`src/rtl/fdb_pkg.sv`:
```
package fdb_pkg;
    typedef enum logic [1:0] {
        RG_CLASS  = 2'd0,
        RG_PORT   = 2'd1,
        RG_SHARED = 2'd2,
        RG_NONE   = 2'd3
    } region_e;
endpackage

```
`src/rtl/fdb_slot_ctr.sv`:
```
// One occupancy counter: release first, then take; never wraps below zero.
module fdb_slot_ctr #(
    parameter int CW = 8
) (
    input  logic          clk,
    input  logic          rst_n,
    input  logic          inc,
    input  logic          dec,
    input  logic [CW-1:0] limit,
    output logic [CW-1:0] q,
    output logic          room
);
    logic          dec_ok;
    logic [CW-1:0] q_rel;

    always_comb begin
        dec_ok = dec && (q != '0);
        q_rel  = q - CW'(dec_ok);
        room   = (q_rel < limit);
    end

    always_ff @(posedge clk) begin
        if (!rst_n) q <= '0;
        else        q <= q_rel + CW'(inc);
    end


    no_underflow_chk: assert property (@(posedge clk) disable iff (!rst_n)
        (dec && !inc && q == '0) |=> (q == '0));


    take_step_chk: assert property (@(posedge clk) disable iff (!rst_n)
        (inc && !dec) |=> (q == $past(q) + CW'(1)));
endmodule

```
`src/rtl/fdb_route.sv`:
```
// Charge-order selection for a classified frame.
module fdb_route
    import fdb_pkg::*;
(
    input  logic    clk,
    input  logic    rst_n,
    input  logic    req,
    input  logic    has_temp,
    input  logic    room_cls,
    input  logic    room_port,
    input  logic    room_sh,
    output logic    gnt,
    output logic    drop,
    output region_e region
);
    always_comb begin
        gnt    = 1'b0;
        drop   = 1'b0;
        region = RG_NONE;
        if (req && has_temp) begin
            if (room_cls) begin
                gnt = 1'b1; region = RG_CLASS;
            end else if (room_port) begin
                gnt = 1'b1; region = RG_PORT;
            end else if (room_sh) begin
                gnt = 1'b1; region = RG_SHARED;
            end else begin
                drop = 1'b1;
            end
        end
    end


    gnt_drop_excl_chk: assert property (@(posedge clk) disable iff (!rst_n)
        $onehot0({gnt, drop}));


    no_temp_idle_chk: assert property (@(posedge clk) disable iff (!rst_n)
        (req && !has_temp) |-> (!gnt && !drop));
endmodule

```
`src/rtl/fdb_admit.sv`:
```
module fdb_admit
    import fdb_pkg::*;
#(
    parameter int CW     = 8,
    parameter int NCLS   = 8,
    parameter int NUNRES = 2,
    parameter int NPORT  = 8,
    parameter int CLW    = $clog2(NCLS),
    parameter int PW     = $clog2(NPORT)
) (
    input  logic                        clk,
    input  logic                        rst_n,
    input  logic [CW-1:0]               cfg_temp_size,
    input  logic [(NCLS-NUNRES)*CW-1:0] cfg_cls_size,
    input  logic [NPORT*CW-1:0]         cfg_port_size,
    input  logic [CW-1:0]               cfg_shared_size,
    input  logic                        alloc_req,
    output logic                        alloc_gnt,
    input  logic                        cls_req,
    input  logic [CLW-1:0]              cls_class,
    input  logic [PW-1:0]               cls_port,
    output logic                        cls_gnt,
    output logic                        cls_drop,
    output logic [1:0]                  cls_region,
    input  logic                        free_req,
    input  logic [1:0]                  free_region,
    input  logic [CLW-1:0]              free_cls,
    input  logic [PW-1:0]               free_port,
    output logic [CW-1:0]               temp_cnt,
    output logic [(NCLS-NUNRES)*CW-1:0] cls_cnt,
    output logic [NPORT*CW-1:0]         port_cnt,
    output logic [CW-1:0]               shared_cnt
);
    localparam int NRES = NCLS - NUNRES;

    region_e          route_rg;
    logic             has_temp, temp_room;
    logic [NRES-1:0]  c_room;
    logic [NPORT-1:0] p_room;
    logic             sh_room;
    logic             room_cls, room_port;

    assign has_temp   = (temp_cnt != '0);
    assign cls_region = route_rg;

    // Temporary region: released by any classify with a frame waiting,
    // taken by an allocate that sees room after that release.
    fdb_slot_ctr #(.CW(CW)) u_temp (
        .clk(clk), .rst_n(rst_n),
        .inc(alloc_gnt), .dec(cls_req && has_temp),
        .limit(cfg_temp_size), .q(temp_cnt), .room(temp_room)
    );
    assign alloc_gnt = alloc_req && temp_room;

    for (genvar c = 0; c < NRES; c++) begin : g_cls
        fdb_slot_ctr #(.CW(CW)) u_ctr (
            .clk(clk), .rst_n(rst_n),
            .inc(cls_gnt && route_rg == RG_CLASS &&
                 cls_class == CLW'(c + NUNRES)),
            .dec(free_req && free_region == RG_CLASS &&
                 free_cls == CLW'(c + NUNRES)),
            .limit(cfg_cls_size[c*CW +: CW]),
            .q(cls_cnt[c*CW +: CW]), .room(c_room[c])
        );
    end

    for (genvar p = 0; p < NPORT; p++) begin : g_port
        fdb_slot_ctr #(.CW(CW)) u_ctr (
            .clk(clk), .rst_n(rst_n),
            .inc(cls_gnt && route_rg == RG_PORT && cls_port == PW'(p)),
            .dec(free_req && free_region == RG_PORT && free_port == PW'(p)),
            .limit(cfg_port_size[p*CW +: CW]),
            .q(port_cnt[p*CW +: CW]), .room(p_room[p])
        );
    end

    fdb_slot_ctr #(.CW(CW)) u_shared (
        .clk(clk), .rst_n(rst_n),
        .inc(cls_gnt && route_rg == RG_SHARED),
        .dec(free_req && free_region == RG_SHARED),
        .limit(cfg_shared_size), .q(shared_cnt), .room(sh_room)
    );

    always_comb begin
        room_cls  = 1'b0;
        room_port = 1'b0;
        for (int c = 0; c < NRES; c++)
            if (cls_class == CLW'(c + NUNRES)) room_cls = c_room[c];
        for (int p = 0; p < NPORT; p++)
            if (cls_port == PW'(p)) room_port = p_room[p];
    end

    fdb_route u_route (
        .clk(clk), .rst_n(rst_n),
        .req(cls_req), .has_temp(has_temp),
        .room_cls(room_cls), .room_port(room_port), .room_sh(sh_room),
        .gnt(cls_gnt), .drop(cls_drop), .region(route_rg)
    );


    low_class_unreserved_chk: assert property (@(posedge clk) disable iff (!rst_n)
        (cls_gnt && cls_region == RG_CLASS) |-> (cls_class >= CLW'(NUNRES)));


    refuse_hold_chk: assert property (@(posedge clk) disable iff (!rst_n)
        (alloc_req && !alloc_gnt && !cls_req) |=> $stable(temp_cnt));
endmodule

```
`config.mk`:
```
export PLATFORM = sky130hd
export DESIGN_NAME = fdb_admit
export DESIGN_NICKNAME = d
export VERILOG_FILES = /design/src/rtl/fdb_pkg.sv /design/src/rtl/fdb_slot_ctr.sv /design/src/rtl/fdb_route.sv /design/src/rtl/fdb_admit.sv
export SDC_FILE = /design/constraint.sdc
export NUM_CORES = 1
export LEC_CHECK = 0
export BUFFER_PORTS_ARGS = -buffer_cell sky130_fd_sc_hd__buf_2
export CAP_MARGIN = 20
export CELL_PAD_IN_SITES_DETAIL_PLACEMENT = 2
export CELL_PAD_IN_SITES_GLOBAL_PLACEMENT = 2
export CORE_UTILIZATION = 28
export CTS_CLUSTER_DIAMETER = 200
export DETAILED_ROUTE_END_ITERATION = 8
export GPL_ROUTABILITY_DRIVEN = 0
export HOLD_SLACK_MARGIN = 0.02
export PLACE_DENSITY = 0.77
export SKIP_CTS_REPAIR_TIMING = 1
export SLEW_MARGIN = 10
export SYNTH_ARGS = -nofsm -noshare
export SYNTH_HDL_FRONTEND = slang
export SYNTH_SLANG_ARGS = --single-unit
```
`constraint.sdc`:
```
create_clock -name clk -period 4.88 [get_ports clk]
set_input_delay 0.488 -clock clk [delete_from_list [all_inputs] [get_ports clk]]
set_output_delay 0.488 -clock clk [all_outputs]
set_load 0.02 [all_outputs]
```
==> reports/metrics.yaml, run 1 <==
status: "finished, violations left"
failed_checks: "setup timing"
post_route_cells_drive_above_1_share: 0.387
io_buffers: 279
worst_slack_ns: -0.495
ys.warnings.count: 0
routedWlPerCell_um: 23.1
vias: 11879
place_area_um2: 14600
grt_max_degree: 73
dr_wl_met3_um: 2060
drt_iter0_drc: 305
placementRows: 71
crit_family: "simple AND/OR/NAND/NOR gates"
cts_buffers: 17
synthDistinctLibCells: 50
p_total_mw: 3.61
vdd_drop_max_uv: 264
htreeDepth: 4
cap_violations: 0
synth_edf_count: 0
finalSetupViolCount: 106
slew_headroom: 0.554
ys_ff_latch: 128
finalClockSkew_ns: 0.0106
max_stage_delay_ns: 0.38
drc: 0
dieArea_um2: 39500
drt_wl_total_um: 55300
track_usage: 0.237
avgSynthCellArea_um2: 8.14
leakage_nw: 9.23
syn-num-nets: 1654
final_area_um2: 16600
ys_seq_area_frac: 0.237
critPathKind: "register to register"
ios: 280
finalCoreUtilization: 0.438
dp_hpwl_um: 38800
fmax_mhz: 186
ys_async_sr_fraction: 0
worstPathArrival_ns: 5.72
numClockSinks: 128
hold_class: "input port to register"
die_x_um: 199
yosysTopAreaCellShare: 0.237
tritoncts: "yes"
finalCritPeriodShare: 1.10
synth_area_leaders: "dfxtp_1 (24%), ha_1 (20%), xor2_1 (8.2%), inv_1 (7.0%), and2_1 (5.9%)"
path_max_fanout: 3
netlist_instances: 1330
start_util: 0.286
first_global_vias: 13175
rsz0062_at_grt: "true"
endpoint_kind: "register"
grt_first_pass_wirelength_um: 71200
max_slew.worst_pin.slew_ns: 0.669
syn2layout_area_growth_pct: 53.0
syn_area_um2: 10800
grt_overflow: 0
top_layer: "met5"
yosysTopAreaCell: "dfxtp_1"
final_nets: 2188
power_density_nw_per_um2: 218
critPathBufInv: 4
cp_slowest_cell: "a2111oi_2"
antenna_found_initial: 5
via_per_inst: 4.97
chipHeight_um: 199
period_minus_slack_ns: 5.38
cp.required_ns: 5.22
cts-root-buf: "clkbuf_16"
pre_cts_slack_ns: -1.05
met2_length_um: 29500
clk_latency_ns: 0.45
met1_length_um: 21600
dr.pass1.iters: 5
synth-main-ff-cell: "dfxtp_1"
ant_nets: 0
core_area_um2: 37800
slew_viol_final: 0
crit_path_start_kind: "register"
finalHoldViolCount: 0
clk_pin_slew_ns: 0.06
clockBufferDepth: 2
-- path summary, 6_finish.rpt --
kind / startpoint / end / slack, ns / depth (start not counted)
max: g_cls[5].u_ctr.q[3] / g_cls[4].u_ctr.q[7] / -0.50 / 25
min: rst_n / u_temp.q[5] / 0.58 / 2
max reg2reg: g_cls[5].u_ctr.q[3] / g_cls[4].u_ctr.q[7] / -0.50 / 25
min reg2reg: u_temp.q[7] / u_temp.q[7] / 0.79 / 3
-- cell usage in the layout, fill, tap and decap left out, drive strengths merged, types with 8 or more instances in the layout --
master     n
a2111oi   12
a211oi     8
a21o      14
a21oi     21
and2     103
and3      15
and3b     15
buf      531
clkbuf    25
dfxtp    128
ha       177
inv      204
nand2     55
nand2b    29
nand3     72
nor2      77
nor3      54
nor3b     25
nor4      12
o21ai     23
or3       14
xnor2     69
xor2     101
-- report_power, final --
group | switching [mW] | leakage [nW] | internal (mW)
combinational | 0.721 | 7.93 | 0.468
clock | 0.545 | 0.261 | 0.709
sequential | 0.0717 | 1.03 | 1.10
-- metal layers --
layer  vias to the layer above  GRT usage
met2                       342      0.450
met3                       113     0.0353
met4                         4     0.0934
met1                      5892      0.262
met5                         -          0
li1                       5528          -
-- worst reg2reg max path: stages, from the launching register on --
cell and delay, ns:
dfxtp_1 0.33, nor3_2 0.25, nand2b_1 0.14, nor2_1 0.29
a211oi_2 0.14, ha_2 0.24, buf_4 0.15, nor3b_2 0.15
xor2_1 0.24, ha_1 0.28, o21a_1 0.20, o2111ai_1 0.27
a21oi_1 0.12, a2111oi_2 0.38, buf_4 0.20, or4_4 0.13
buf_6 0.11, buf_4 0.11, nand3b_1 0.19, nor2_1 0.25
ha_2 0.26, nand3_1 0.14, nor2_1 0.25, nand3_1 0.16
xnor2_1 0.15, and2_1 0.15
-- cell usage after synthesis (all sizes together), types with 8 or more instances --
cell type / n
or3: 14
nor3: 54
nor4: 12
a21o: 14
a2111oi: 12
xnor2: 69
inv: 204
dfxtp: 128
a21oi: 21
and3b: 15
and2: 103
xor2: 101
nor2: 77
clkbuf: 14
o21ai: 23
nand2: 55
and3: 15
nand3: 72
ha: 177
a211oi: 8
nand2b: 29
nor3b: 25
-- stage by stage --
step	hold slack (ns)	setup TNS, ns	std cells
floorplan	0.791	0	1330
global placement	0.751	-57.88	2338
detailed placement	0.777	-85.81	2338
CTS	0.572	-48.57	2368
global route	0.587	-41.71	2387
finish	0.579	-26.74	2388
-- flip-flops by register name (all words and copies together), names as in the netlist --
register / flops
g_port.u_ctr.q: 64
g_cls.u_ctr.q: 48
u_shared.q: 8
u_temp.q: 8
-- kinds of logic after synthesis --
logic type,Yosys count,share of synthesized area
xor gates and xnor gates,170,0.137
buffers and inverters,221,0.0774
adders and majority gates,177,0.204
DFF,128,0.237
AOI/OAI and AO/OA,129,0.0839
and+or+nand+nor,505,0.260
-- area by class of cell --
type | instances | area, um2
antenna | 2 | 5.00
clock inverter | 5 | 30.0
clock buffer | 25 | 505
fill | 4219 | 21300
tap | 511 | 639
inverter | 205 | 772
multi-input combinational | 981 | 8660
timing repair buffer | 531 | 3400
sequential | 128 | 2560
(Power assumes the default switching activity.)
==> run 2: changes to the inputs <==
--- a/config.mk
+++ b/config.mk
@@ -6,8 +6,10 @@
 export NUM_CORES = 1
 export LEC_CHECK = 0
+export ABC_AREA = 0
 export BUFFER_PORTS_ARGS = -buffer_cell sky130_fd_sc_hd__buf_2
 export CAP_MARGIN = 20
 export CELL_PAD_IN_SITES_DETAIL_PLACEMENT = 2
 export CELL_PAD_IN_SITES_GLOBAL_PLACEMENT = 2
+export CORE_MARGIN = 8
 export CORE_UTILIZATION = 28
 export CTS_CLUSTER_DIAMETER = 200
==> constraint.sdc (replaced) <==
create_clock -name clk -period 4.88 [get_ports clk]
set_input_delay 1.22 -clock clk [delete_from_list [all_inputs] [get_ports clk]]
set_output_delay 1.22 -clock clk [all_outputs]
set_load 0.02 [all_outputs]
==> reports/metrics.yaml, run 2 (synthesized netlist as in run 1, its figures left out) <==
status: "finished, violations left"
failed_checks: "setup timing"
power.switching_mw: 1.42  # +6.4%
leakage_nw: 9.79  # +6.1%
critPathBufInv: 3  # -1
via_per_inst: 5.04  # +1.3%
numClockSinks: 128  # unchanged
htreeDepth: 4  # unchanged
placementRows: 72  # +1.4%
final_nets: 2270  # +3.7%
slew_headroom: 0.548  # -0.00644
drt_iter0_drc: 450  # +48%
cp_slowest_cell: "or3b_4"
clockPowerShare: 0.379  # +0.032
hold_end: "u_temp.q[7]"
drt_wl_total_um: 63800  # +16%
drc: 0  # unchanged
cts-root-buf: "clkbuf_16"
post_route_cells_drive_above_1_share: 0.454  # +0.0666
r2r_start: "g_cls[1].u_ctr.q[5]"
antenna_found_initial: 9  # +4
dp_hpwl_um: 43000  # +11%
clk_latency_ns: 0.47  # +0.02 ns
max_stage_delay_ns: 0.41  # +0.03 ns
setup_tns_ns: -99.79  # -73.05 ns
first_global_vias: 14135  # +7.3%
fmax_mhz: 152  # -18%
max_slew.worst_pin.slew_ns: 0.661  # -0.00744 ns
start_util: 0.282  # -0.00398
final_common_cell: "buf_4"
met3_usage: 0.0619  # +0.0267
dr.pass1.iters: 4  # -1
crit_chain: "buf_6 -> nand2b_4 -> or3b_4 -> buf_12 -> a211oi_4 -> ha_2 -> nor4b_4 -> nand2b_1 -> nor2_1 -> xor2_1 -> ha_1 -> a21o_1 -> a2111oi_4 -> o21ai_2 -> and4_1 -> a211o_1 -> o211ai_1 -> buf_4"
endpoint_kind: "output pin"
p_sw_frac: 0.350  # -0.0209
ff2ff_setup_slack_ns: -0.86  # -0.36 ns
core_area_um2: 38400  # +1.4%
r2r_end: "g_port[2].u_ctr.q[6]"
tritoncts: "yes"
grt_overflow: 0  # unchanged
die_x_um: 213  # +7.0%
routedWlPerCell_um: 25.7  # +11%
power_frac_comb: 0.340  # +0.011
critPathKind: "input port to output pin"
worstPathArrival_ns: 5.34  # -0.38 ns
power_density_nw_per_um2: 227  # +4.3%
use_met2: 0.428  # -0.0218
chipHeight_um: 213  # +7.0%
cap_violations: 0  # unchanged
grt_first_pass_wirelength_um: 79400  # +11%
finalHoldViolCount: 0  # unchanged
ant_nets: 0  # unchanged
p_seq_frac: 0.281  # -0.042
largest_register: "g_port.u_ctr.q"
final_cell_mix: "buf_4 (307), buf_2 (272), inv_1 (199)"
internal-power_mw: 2.65  # +16%
finalCritPeriodShare: 1.34  # +0.243
hold_class: "register to register"
ios: 280  # unchanged
rsz0062_at_grt: "true"
p_total_mw: 4.07  # +13%
busiest_layer: "met2"
grt_util_met1: 0.237  # -0.0243
grt_max_degree: 74  # +1.4%
min_path_cells: 3  # +1
finalClockSkew_ns: 0.0162  # +0.00560 ns
track_usage: 0.228  # -0.00877
io_buffers: 279  # unchanged
finalSetupViolCount: 125  # +18%
cp.required_ns: 3.66  # -1.56 ns
worstRegToRegCells: 22  # -12%
worst_slack_ns: -1.68  # -1.18 ns
dieArea_um2: 45200  # +15%
cts_buffers: 17  # unchanged
hold_ws_ns: 0.704  # +0.126 ns
syn2layout_area_growth_pct: 65.3
crit_family: "compound AO/OA/AOI/OAI gates"
vias: 12497  # +5.2%
hold_path_startpoint: "u_temp.q[7]"
largest_reg_flops: 64  # unchanged
clk_pin_slew_ns: 0.06  # about the same
crit_path_start_kind: "input port"
path_max_fanout: 3  # unchanged
clockBufferDepth: 2  # unchanged
vdd_drop_max_uv: 269  # +1.9%
top_regs: "g_port.u_ctr.q (64), g_cls.u_ctr.q (48)"
slew_viol_final: 0  # unchanged
period_minus_slack_ns: 6.56  # +1.18 ns
-- run 2: cell type report --
type,count,area [um2]
Antenna cell,3,7.51
Clock buffer,17,425
Clock inverter,15,241
Fill cell,4202,20500
Inverter,205,769
Multi-Input combinational cell,981,9160
Sequential cell,128,2560
Tap cell,518,648
Timing Repair Buffer,613,4100
-- run 2: worst max-delay path by stage --
stage                    end      startpoint  cells past startpoint  slack [ns]
3_5_place_dp        cls_drop  free_region[1]                     20       -1.68
6_report       cls_region[0]  free_region[1]                     18       -1.68
5_1_grt        cls_region[0]  free_region[1]                     18       -1.82
3_3_place_gp        cls_drop  free_region[1]                     20       -1.62
4_1_cts             cls_drop  free_region[1]                     20       -1.71
2_1_floorplan  cls_region[0]  free_region[1]                     16       -0.90
-- run 2: power by group through the flow --
stage                     registers [mW]  clock network (mW)  logic, mW
after floorplan                     1.22                   0      0.604
after global placement              1.16                   0       1.16
after detailed placement            1.17                   0       1.23
after CTS                           1.14                1.55       1.24
after global routing                1.15                1.61       1.51
final                               1.15                1.54       1.38
-- run 2: metrics by stage --
stage | std cells | utilization | cell area, um2 | setup slack (ns)
detailed placement | 2410 | 0.405 | 15600 | -1.68
global route | 2480 | 0.467 | 17900 | -1.82
floorplan | 1330 | - | 11300 | -0.895
finish | 2480 | 0.467 | 17900 | -1.68
global placement | 2409 | 0.405 | 15500 | -1.62
CTS | 2442 | 0.423 | 16200 | -1.71
-- run 2: layer usage --
layer  share of wire  vias up  wire length, um
met1            0.36     6206            22800
met3           0.055      182             3520
met5          0.0010        -               64
li1                -     5697                -
met4           0.043       10             2750
met2            0.54      402            34700
-- run 2: tightest hold or removal path: cells and delay by family (launching register included) --
family / cells / cell delay, ns
flops: 1 / 0.36
xor+xnor: 2 / 0.27
simple gates: 1 / 0.04
